==> config.mk <==
export PLATFORM = sky130hd
export DESIGN_NAME = capture_frontend
export DESIGN_NICKNAME = d
export VERILOG_FILES = /design/src/rtl/capfe_pkg.sv /design/src/rtl/capfe_cfg.sv /design/src/rtl/capfe_div.sv /design/src/rtl/capfe_trig.sv /design/src/rtl/capfe_dur.sv /design/src/rtl/capture_frontend.sv
export SDC_FILE = /design/constraint.sdc
export NUM_CORES = 1
export LEC_CHECK = 0
export ABC_CLOCK_PERIOD_IN_PS = 3350
export BUFFER_PORTS_ARGS = -buffer_cell sky130_fd_sc_hd__clkbuf_2
export CORE_UTILIZATION = 46
export DETAILED_ROUTE_END_ITERATION = 10
export GPL_TIMING_DRIVEN = 1
export HOLD_SLACK_MARGIN = 0.06
export PLACE_DENSITY_LB_ADDON = 0.05
export SYNTH_ARGS = -nofsm -noshare
export SYNTH_HDL_FRONTEND = slang
export SYNTH_SLANG_ARGS = --single-unit
==> constraint.sdc <==
create_clock -name clk_i -period 3.35 [get_ports clk_i]
set_input_delay 0.1675 -clock clk_i [delete_from_list [all_inputs] [get_ports clk_i]]
set_output_delay 0.1675 -clock clk_i [all_outputs]
set_load 0.01 [all_outputs]
==> src/rtl/capfe_pkg.sv <==
package capfe_pkg;

    typedef enum logic [1:0] {
        ST_IDLE  = 2'd0,
        ST_ARMED = 2'd1,
        ST_STORE = 2'd2,
        ST_DONE  = 2'd3
    } cap_state_e;

    localparam logic [2:0] RA_CHAN_EN = 3'd0;
    localparam logic [2:0] RA_MATCH   = 3'd1;
    localparam logic [2:0] RA_EDGE    = 3'd2;
    localparam logic [2:0] RA_TMASK   = 3'd3;
    localparam logic [2:0] RA_RELOAD  = 3'd4;
    localparam logic [2:0] RA_BYPASS  = 3'd5;
    localparam logic [2:0] RA_LIMIT   = 3'd6;

endpackage

==> src/rtl/capfe_cfg.sv <==
module capfe_cfg
    import capfe_pkg::*;
#(
    parameter int CH_W   = 34,
    parameter int ADDR_W = 14,
    parameter int DIV_W  = 32,
    parameter int GUARD  = 16
) (
    input  logic              clk_i,
    input  logic              rst_ni,
    input  logic              we_i,
    input  logic [2:0]        addr_i,
    input  logic [CH_W+1:0]   wdata_i,
    output logic [CH_W-1:0]   chan_en_o,
    output logic [CH_W-1:0]   match_o,
    output logic [CH_W-1:0]   edge_o,
    output logic [CH_W+1:0]   tmask_o,
    output logic [DIV_W-1:0]  reload_o,
    output logic              bypass_o,
    output logic [ADDR_W-1:0] limit_o
);
    localparam int DEPTH = 1 << ADDR_W;

    typedef struct packed {
        logic [CH_W-1:0]   en;
        logic [CH_W-1:0]   match;
        logic [CH_W-1:0]   edg;
        logic [CH_W+1:0]   tmask;
        logic [DIV_W-1:0]  reload;
        logic              bypass;
        logic [ADDR_W-1:0] limit;
    } cfg_t;

    cfg_t d, q;

    always_comb begin
        d = q;
        if (we_i) begin
            unique case (addr_i)
                RA_CHAN_EN: d.en     = wdata_i[CH_W-1:0];
                RA_MATCH:   d.match  = wdata_i[CH_W-1:0];
                RA_EDGE:    d.edg    = wdata_i[CH_W-1:0];
                RA_TMASK:   d.tmask  = wdata_i;
                RA_RELOAD:  d.reload = DIV_W'(wdata_i);
                RA_BYPASS:  d.bypass = wdata_i[0];
                RA_LIMIT:   d.limit  = ADDR_W'(wdata_i);
                default:    ;
            endcase
        end
    end

    always_ff @(posedge clk_i or negedge rst_ni) begin
        if (!rst_ni) begin
            q.en     <= '1;
            q.match  <= '0;
            q.edg    <= '0;
            q.tmask  <= '0;
            q.reload <= '0;
            q.bypass <= 1'b0;
            q.limit  <= ADDR_W'(DEPTH - GUARD);
        end else begin
            q <= d;
        end
    end

    assign chan_en_o = q.en;
    assign match_o   = q.match;
    assign edge_o    = q.edg;
    assign tmask_o   = q.tmask;
    assign reload_o  = q.reload;
    assign bypass_o  = q.bypass;
    assign limit_o   = q.limit;

endmodule

==> src/rtl/capfe_div.sv <==
module capfe_div #(
    parameter int DIV_W = 32
) (
    input  logic             clk_i,
    input  logic             rst_ni,
    input  logic             run_i,
    input  logic             restart_i,
    input  logic             bypass_i,
    input  logic [DIV_W-1:0] reload_i,
    output logic             strobe_o
);
    typedef struct packed {
        logic [DIV_W-1:0] cnt;
    } div_t;

    div_t d, q;

    always_comb begin
        d = q;
        if (restart_i || !run_i)
            d.cnt = '0;
        else if (q.cnt == '0)
            d.cnt = reload_i;
        else
            d.cnt = q.cnt - 1'b1;
    end

    always_ff @(posedge clk_i or negedge rst_ni) begin
        if (!rst_ni) q.cnt <= '0;
        else         q <= d;
    end

    assign strobe_o = run_i && !restart_i && (bypass_i || (q.cnt == '0));


    div_gap_chk: assert property (@(posedge clk_i) disable iff (!rst_ni)
        (strobe_o && !bypass_i && (reload_i != '0)) |=> (!strobe_o || bypass_i));

endmodule

==> src/rtl/capfe_trig.sv <==
module capfe_trig #(
    parameter int CH_W = 34
) (
    input  logic            clk_i,
    input  logic            rst_ni,
    input  logic            strobe_i,
    input  logic            restart_i,
    input  logic [CH_W-1:0] chan_i,
    input  logic            ext_i,
    input  logic [CH_W-1:0] match_i,
    input  logic [CH_W-1:0] edge_i,
    input  logic [CH_W+1:0] tmask_i,
    output logic            hit_o
);
    localparam int RISE_BIT = CH_W + 1;
    localparam int FALL_BIT = CH_W;

    typedef struct packed {
        logic [CH_W-1:0] prev;
        logic            ext;
        logic            valid;
    } hist_t;

    hist_t d, q;

    logic [CH_W-1:0] lvl_ok, edg_ok, pass;
    logic            rise_ok, fall_ok;

    for (genvar i = 0; i < CH_W; i++) begin : g_chan
        assign lvl_ok[i] = (chan_i[i] == match_i[i]);
        assign edg_ok[i] = q.valid && (q.prev[i] != match_i[i]) && lvl_ok[i];
        assign pass[i]   = !tmask_i[i] || (edge_i[i] ? edg_ok[i] : lvl_ok[i]);
    end

    assign rise_ok = !tmask_i[RISE_BIT] || (q.valid && !q.ext && ext_i);
    assign fall_ok = !tmask_i[FALL_BIT] || (q.valid && q.ext && !ext_i);
    assign hit_o   = strobe_i && (&pass) && rise_ok && fall_ok;

    always_comb begin
        d = q;
        if (restart_i) begin
            d.valid = 1'b0;
        end else if (strobe_i) begin
            d.prev  = chan_i;
            d.ext   = ext_i;
            d.valid = 1'b1;
        end
    end

    always_ff @(posedge clk_i or negedge rst_ni) begin
        if (!rst_ni) begin
            q.prev  <= '0;
            q.ext   <= 1'b0;
            q.valid <= 1'b0;
        end else begin
            q <= d;
        end
    end


    ext_edge_hist_chk: assert property (@(posedge clk_i) disable iff (!rst_ni)
        (hit_o && (tmask_i[RISE_BIT] || tmask_i[FALL_BIT])) |-> (q.ext != ext_i));

endmodule

==> src/rtl/capfe_dur.sv <==
module capfe_dur #(
    parameter int DUR_W     = 32,
    parameter int MS_CYCLES = 100000
) (
    input  logic             clk_i,
    input  logic             rst_ni,
    input  logic             run_i,
    input  logic             clear_i,
    output logic [DUR_W-1:0] dur_o
);
    localparam int TICK_W = (MS_CYCLES > 1) ? $clog2(MS_CYCLES) : 1;
    localparam logic [TICK_W-1:0] TICK_LAST = TICK_W'(MS_CYCLES - 1);

    typedef struct packed {
        logic [TICK_W-1:0] tick;
        logic [DUR_W-1:0]  dur;
    } dur_t;

    dur_t d, q;

    always_comb begin
        d = q;
        if (clear_i) begin
            d.tick = '0;
            d.dur  = '0;
        end else if (run_i) begin
            if (q.tick == TICK_LAST) begin
                d.tick = '0;
                d.dur  = q.dur + 1'b1;
            end else begin
                d.tick = q.tick + 1'b1;
            end
        end
    end

    always_ff @(posedge clk_i or negedge rst_ni) begin
        if (!rst_ni) begin
            q.tick <= '0;
            q.dur  <= '0;
        end else begin
            q <= d;
        end
    end

    assign dur_o = q.dur;


    dur_step_chk: assert property (@(posedge clk_i) disable iff (!rst_ni)
        !clear_i |=> ((dur_o == $past(dur_o)) || (dur_o == $past(dur_o) + 1'b1)));


    dur_hold_chk: assert property (@(posedge clk_i) disable iff (!rst_ni)
        (!run_i && !clear_i) |=> $stable(dur_o));

endmodule

==> src/rtl/capture_frontend.sv <==
module capture_frontend
    import capfe_pkg::*;
#(
    parameter int CH_W      = 34,
    parameter int ADDR_W    = 14,
    parameter int DIV_W     = 32,
    parameter int DUR_W     = 32,
    parameter int MS_CYCLES = 100000,
    parameter int BASE_ADDR = 4,
    parameter int GUARD     = 16
) (
    input  logic              clk_i,
    input  logic              rst_ni,
    input  logic              cfg_we_i,
    input  logic [2:0]        cfg_addr_i,
    input  logic [CH_W+1:0]   cfg_wdata_i,
    input  logic              arm_i,
    input  logic              stop_i,
    input  logic [CH_W-1:0]   chan_i,
    input  logic              ext_trig_i,
    output logic              mem_we_o,
    output logic [ADDR_W-1:0] mem_addr_o,
    output logic [CH_W-1:0]   mem_wdata_o,
    output logic              triggered_o,
    output logic              mem_avail_o,
    output logic              capturing_o,
    output logic [DUR_W-1:0]  duration_o,
    output logic [ADDR_W-1:0] fill_level_o
);
    localparam logic [ADDR_W-1:0] START = ADDR_W'(BASE_ADDR);

    logic [CH_W-1:0]   cfg_en, cfg_match, cfg_edge;
    logic [CH_W+1:0]   cfg_tmask;
    logic [DIV_W-1:0]  cfg_reload;
    logic              cfg_bypass;
    logic [ADDR_W-1:0] cfg_limit;
    logic              strobe, hit, capturing;

    typedef struct packed {
        cap_state_e        st;
        logic [ADDR_W-1:0] addr;
        logic              trig;
        logic              avail;
        logic              we;
        logic [ADDR_W-1:0] waddr;
        logic [CH_W-1:0]   wdata;
    } top_t;

    top_t d, q;

    capfe_cfg #(.CH_W(CH_W), .ADDR_W(ADDR_W), .DIV_W(DIV_W), .GUARD(GUARD)) u_cfg (
        .clk_i, .rst_ni,
        .we_i(cfg_we_i), .addr_i(cfg_addr_i), .wdata_i(cfg_wdata_i),
        .chan_en_o(cfg_en), .match_o(cfg_match), .edge_o(cfg_edge),
        .tmask_o(cfg_tmask), .reload_o(cfg_reload), .bypass_o(cfg_bypass),
        .limit_o(cfg_limit)
    );

    capfe_div #(.DIV_W(DIV_W)) u_div (
        .clk_i, .rst_ni,
        .run_i(capturing), .restart_i(arm_i), .bypass_i(cfg_bypass),
        .reload_i(cfg_reload), .strobe_o(strobe)
    );

    capfe_trig #(.CH_W(CH_W)) u_trig (
        .clk_i, .rst_ni,
        .strobe_i(strobe), .restart_i(arm_i), .chan_i(chan_i), .ext_i(ext_trig_i),
        .match_i(cfg_match), .edge_i(cfg_edge), .tmask_i(cfg_tmask), .hit_o(hit)
    );

    capfe_dur #(.DUR_W(DUR_W), .MS_CYCLES(MS_CYCLES)) u_dur (
        .clk_i, .rst_ni,
        .run_i(capturing), .clear_i(arm_i), .dur_o(duration_o)
    );

    assign capturing = (q.st == ST_ARMED) || (q.st == ST_STORE);

    always_comb begin
        d    = q;
        d.we = 1'b0;
        if (arm_i) begin
            d.st    = ST_ARMED;
            d.addr  = START;
            d.trig  = 1'b0;
            d.avail = 1'b1;
        end else if (stop_i && capturing) begin
            d.st = ST_DONE;
        end else if (((q.st == ST_ARMED) && hit) || ((q.st == ST_STORE) && strobe)) begin
            d.trig  = 1'b1;
            d.st    = ST_STORE;
            d.we    = 1'b1;
            d.waddr = q.addr;
            d.wdata = chan_i & cfg_en;
            d.addr  = q.addr + 1'b1;
            if (({1'b0, q.addr} + (ADDR_W+1)'(1)) >= {1'b0, cfg_limit}) begin
                d.avail = 1'b0;
                d.st    = ST_DONE;
            end
        end
    end

    always_ff @(posedge clk_i or negedge rst_ni) begin
        if (!rst_ni) begin
            q.st    <= ST_IDLE;
            q.addr  <= '0;
            q.trig  <= 1'b0;
            q.avail <= 1'b1;
            q.we    <= 1'b0;
            q.waddr <= '0;
            q.wdata <= '0;
        end else begin
            q <= d;
        end
    end

    assign mem_we_o     = q.we;
    assign mem_addr_o   = q.waddr;
    assign mem_wdata_o  = q.wdata;
    assign triggered_o  = q.trig;
    assign mem_avail_o  = q.avail;
    assign capturing_o  = capturing;
    assign fill_level_o = q.addr;


    wr_window_chk: assert property (@(posedge clk_i) disable iff (!rst_ni)
        mem_we_o |-> ($past(capturing) && (mem_addr_o >= START)));


    full_ends_chk: assert property (@(posedge clk_i) disable iff (!rst_ni)
        $fell(mem_avail_o) |-> !capturing_o);


    trig_rise_chk: assert property (@(posedge clk_i) disable iff (!rst_ni)
        $rose(triggered_o) |-> ($past(capturing) && mem_we_o));


    stop_halt_chk: assert property (@(posedge clk_i) disable iff (!rst_ni)
        (stop_i && !arm_i && capturing) |=> (!capturing_o && !mem_we_o && $stable(mem_avail_o)));

endmodule

==> flow_metrics.tcl <==
set metrics [dict create \
    ir_worst_vdd_mv 0.347 \
    power_density_nw_per_um2 701 \
    numCtsBuffers 42 \
    instances_no_fill 2381 \
    synth_top_area_cell "dfrtp_1" \
    r2r-end "mem_addr_o[10]$_DFFE_PN0P_" \
    portBuffers 176 \
    post_dp_cell_area_um2 18700 \
    min_period_ps 3090 \
    drv_cap 0 \
    cts_tree "yes" \
    worst_setup_path_start_kind "flop" \
    finalSetupViolCount 0 \
    p_comb_frac 0.252 \
    finalClockSkew_ps 20.6 \
    placementRows 71 \
    synth_seq_cells 369 \
    path_max_fanout 37 \
    maxSlewViolCount 0 \
    worst_ep_required_time_ps 3790 \
    mostFrequentLayoutCells "dfrtp_1, mux2_2, nand2_1, clkbuf_2, o21ai_0" \
    power.internal_mw 10.2 \
    syn-cell-area_um2 17700 \
    final_nets 1937 \
    path_clk_slew_ps 60 \
    ys_warn_count 0 \
    drc_errors 0 \
    die_y_um 198 \
    synth_area_leaders "dfrtp_1, mux2_2, dfstp_2" \
    grt_antenna_before_repair 0 \
    cts.sinks 369 \
    grt_usage 0.218 \
    tightest_slew_ps 895 \
    core_um2 37800 \
    switching_share 0.308 \
    drive_gt1_frac 0.298 \
    grt_overflow 0 \
    synth_edf_count 0 \
    worstSkewPairLatency_ps 560 \
    place.gp.congestion 0.802 \
    rsz0062_at_grt "no" \
    routed_wl_mm 41.0 \
    final_common_cell "dfrtp_1" \
    clockBufferDepth 3 \
    area_growth_syn_to_layout_pct 18.0 \
    fin_util 0.553 \
    hp-class "primary input to asynchronous set/reset pin" \
    io_pins 177 \
    max_freq_ghz 0.323 \
    place_ws_ps 123 \
    dpl.hpwl_mm 27.1 \
    p_leak_nw 9.58 \
    p_clk_frac 0.329 \
    design_area_um2 20900 \
    die-area_um2 39400 \
    num_antenna_cells 0 \
    viasPerCell 5.15 \
    synth_top_area_share 0.457 \
    critPathKind "flop to flop" \
    final-hold-violation-count 0 \
    worst_ep_arrival_time_ps 3530 \
    rrSetupSlack_ps 260 \
    grt_max_degree 117 \
    grt_pass1_vias 12300 \
    antenna_left 0 \
    timing.setup.tns_ps 0 \
    relSlewSlack 0.400 \
    period_share 0.923 \
    p_seq_frac 0.419 \
    worst-r2r-cell-count 8 \
    drt_iter0_drc 498 \
    synthCells 1660 \
    status "finished clean" \
    cp-end-kind "flop" \
    syn_nets 1760 \
    setup_slack_ps 258 \
    ys_types 52 \
    rr_startpoint "u_div.q[22]$_DFF_PN0_" \
    dp.cells 2230 \
    avgSynthCellArea_um2 10.7 \
    initial_core_util 0.469 \
    synthArstFlopShare 1.00 \
    post-cts-setup-buffers 0 \
    first_pass_iters 6 \
    die_w_um 198 \
    vias 12300 \
    wire_per_inst_um 17.2 \
    cts-root-buf "clkbuf_16" \
    synth-main-ff-cell "dfrtp_1" \
    h-tree-depth 2 \
    grt_first_pass_wirelength_mm 67.2 \
    p_switching_mw 4.52 \
    synth_seq_area_share 0.524 \
]
kinds of logic after synthesis:
family / after synthesis / share of synthesized area
muxes: 203 / 0.129
xor gates and xnor gates: 107 / 0.0528
DFF: 369 / 0.524
adders and majority gates: 21 / 0.0148
buffers and inverters: 220 / 0.0673
AOI/OAI and AO/OA: 228 / 0.0738
and+or+nand+nor: 512 / 0.139
flip-flops by register name, summed over array words and instances, names as in the netlist, 2 cells and up:
| name | count |
|---|---|
| fill_level_o | 14 |
| mem_addr_o | 14 |
| mem_wdata_o | 34 |
| q | 2 |
| u_cfg.chan_en_o | 34 |
| u_cfg.edge_o | 34 |
| u_cfg.limit_o | 14 |
| u_cfg.match_o | 34 |
| u_cfg.reload_o | 32 |
| u_cfg.tmask_o | 36 |
| u_div.q | 32 |
| u_dur.dur_o | 32 |
| u_dur.q | 17 |
| u_trig.q | 36 |
worst max-delay path, cell delays in order, from the launching register on:
cell	delay, ps
dfrtp_1	400
or4_4	570
or4_1	480
nor4_2	390
o21a_1	240
nand2_1	110
nor3_4	180
buf_12	230
mux2_2	360
cell usage after synthesis, types with 9 or more instances:
cell	number
ha_1	21
and3_1	14
nand2b_1	27
nand3_1	57
a211oi_1	30
o21ai_0	105
nor3_1	22
or3_1	9
or3b_2	9
o22ai_1	28
buf_4	96
dfrtp_1	324
nor4_1	15
inv_1	64
nor2_1	103
a21oi_1	45
mux2_2	200
nand4_1	15
nand2_1	191
nand3b_1	10
clkbuf_1	50
xnor2_1	38
dfstp_2	45
xor2_1	69
power groups by stage:
stage          Clock (mW)  Combinational (mW)  Sequential [mW]
6_report             4.83                3.70             6.15
5_1_grt              5.14                4.18             6.31
2_1_floorplan           0                2.73             6.04
3_3_place_gp            0                3.63             6.19
4_1_cts              4.97                3.77             6.15
3_5_place_dp            0                3.68             6.22
worst max path at each step:
stage | startpoint | end | depth (start not counted)
final | u_div.q[22]$_DFF_PN0_ | mem_addr_o[10]$_DFFE_PN0P_ | 8
after global routing | u_div.q[22]$_DFF_PN0_ | mem_wdata_o[21]$_DFFE_PN0P_ | 10
after CTS | fill_level_o[1]$_DFFE_PN0P_ | q[65]$_DFFE_PN0P_ | 14
after detailed placement | fill_level_o[1]$_DFFE_PN0P_ | q[65]$_DFFE_PN0P_ | 14
after global placement | fill_level_o[1]$_DFFE_PN0P_ | q[65]$_DFFE_PN0P_ | 14
after floorplan | fill_level_o[0]$_DFFE_PN0P_ | q[65]$_DFFE_PN0P_ | 13
routing by layer:
metal	global-route usage	vias to the layer above	routed length [µm]
li1	-	5982	-
met1	0.302	6049	19500
met2	0.358	186	19300
met3	0.0303	52	1410
met4	0.0598	0	758
met5	0	-	0
stage by stage:
stage / hold WS [ps] / power, mW
floorplan: -128 / 8.77
global placement: 114 / 9.82
detailed placement: 110 / 9.90
CTS: 110 / 14.9
global route: 146 / 15.6
finish: 110 / 14.7
cell type report:
cell class / count / area, µm²
clock inverter: 15 / 189
tap: 511 / 639
timing repair buffer: 289 / 1990
clock buffer: 62 / 1280
multi-input combinational: 1071 / 7310
inverter: 64 / 240
sequential: 369 / 9290
fill: 3441 / 16900
timing repair:
action	CTS	global route
hold endpoints to repair	437	0
gates resized for setup	0	3
hold buffers	74	0
setup endpoints to repair	0	2
Power figures use the tool's default switching activity.
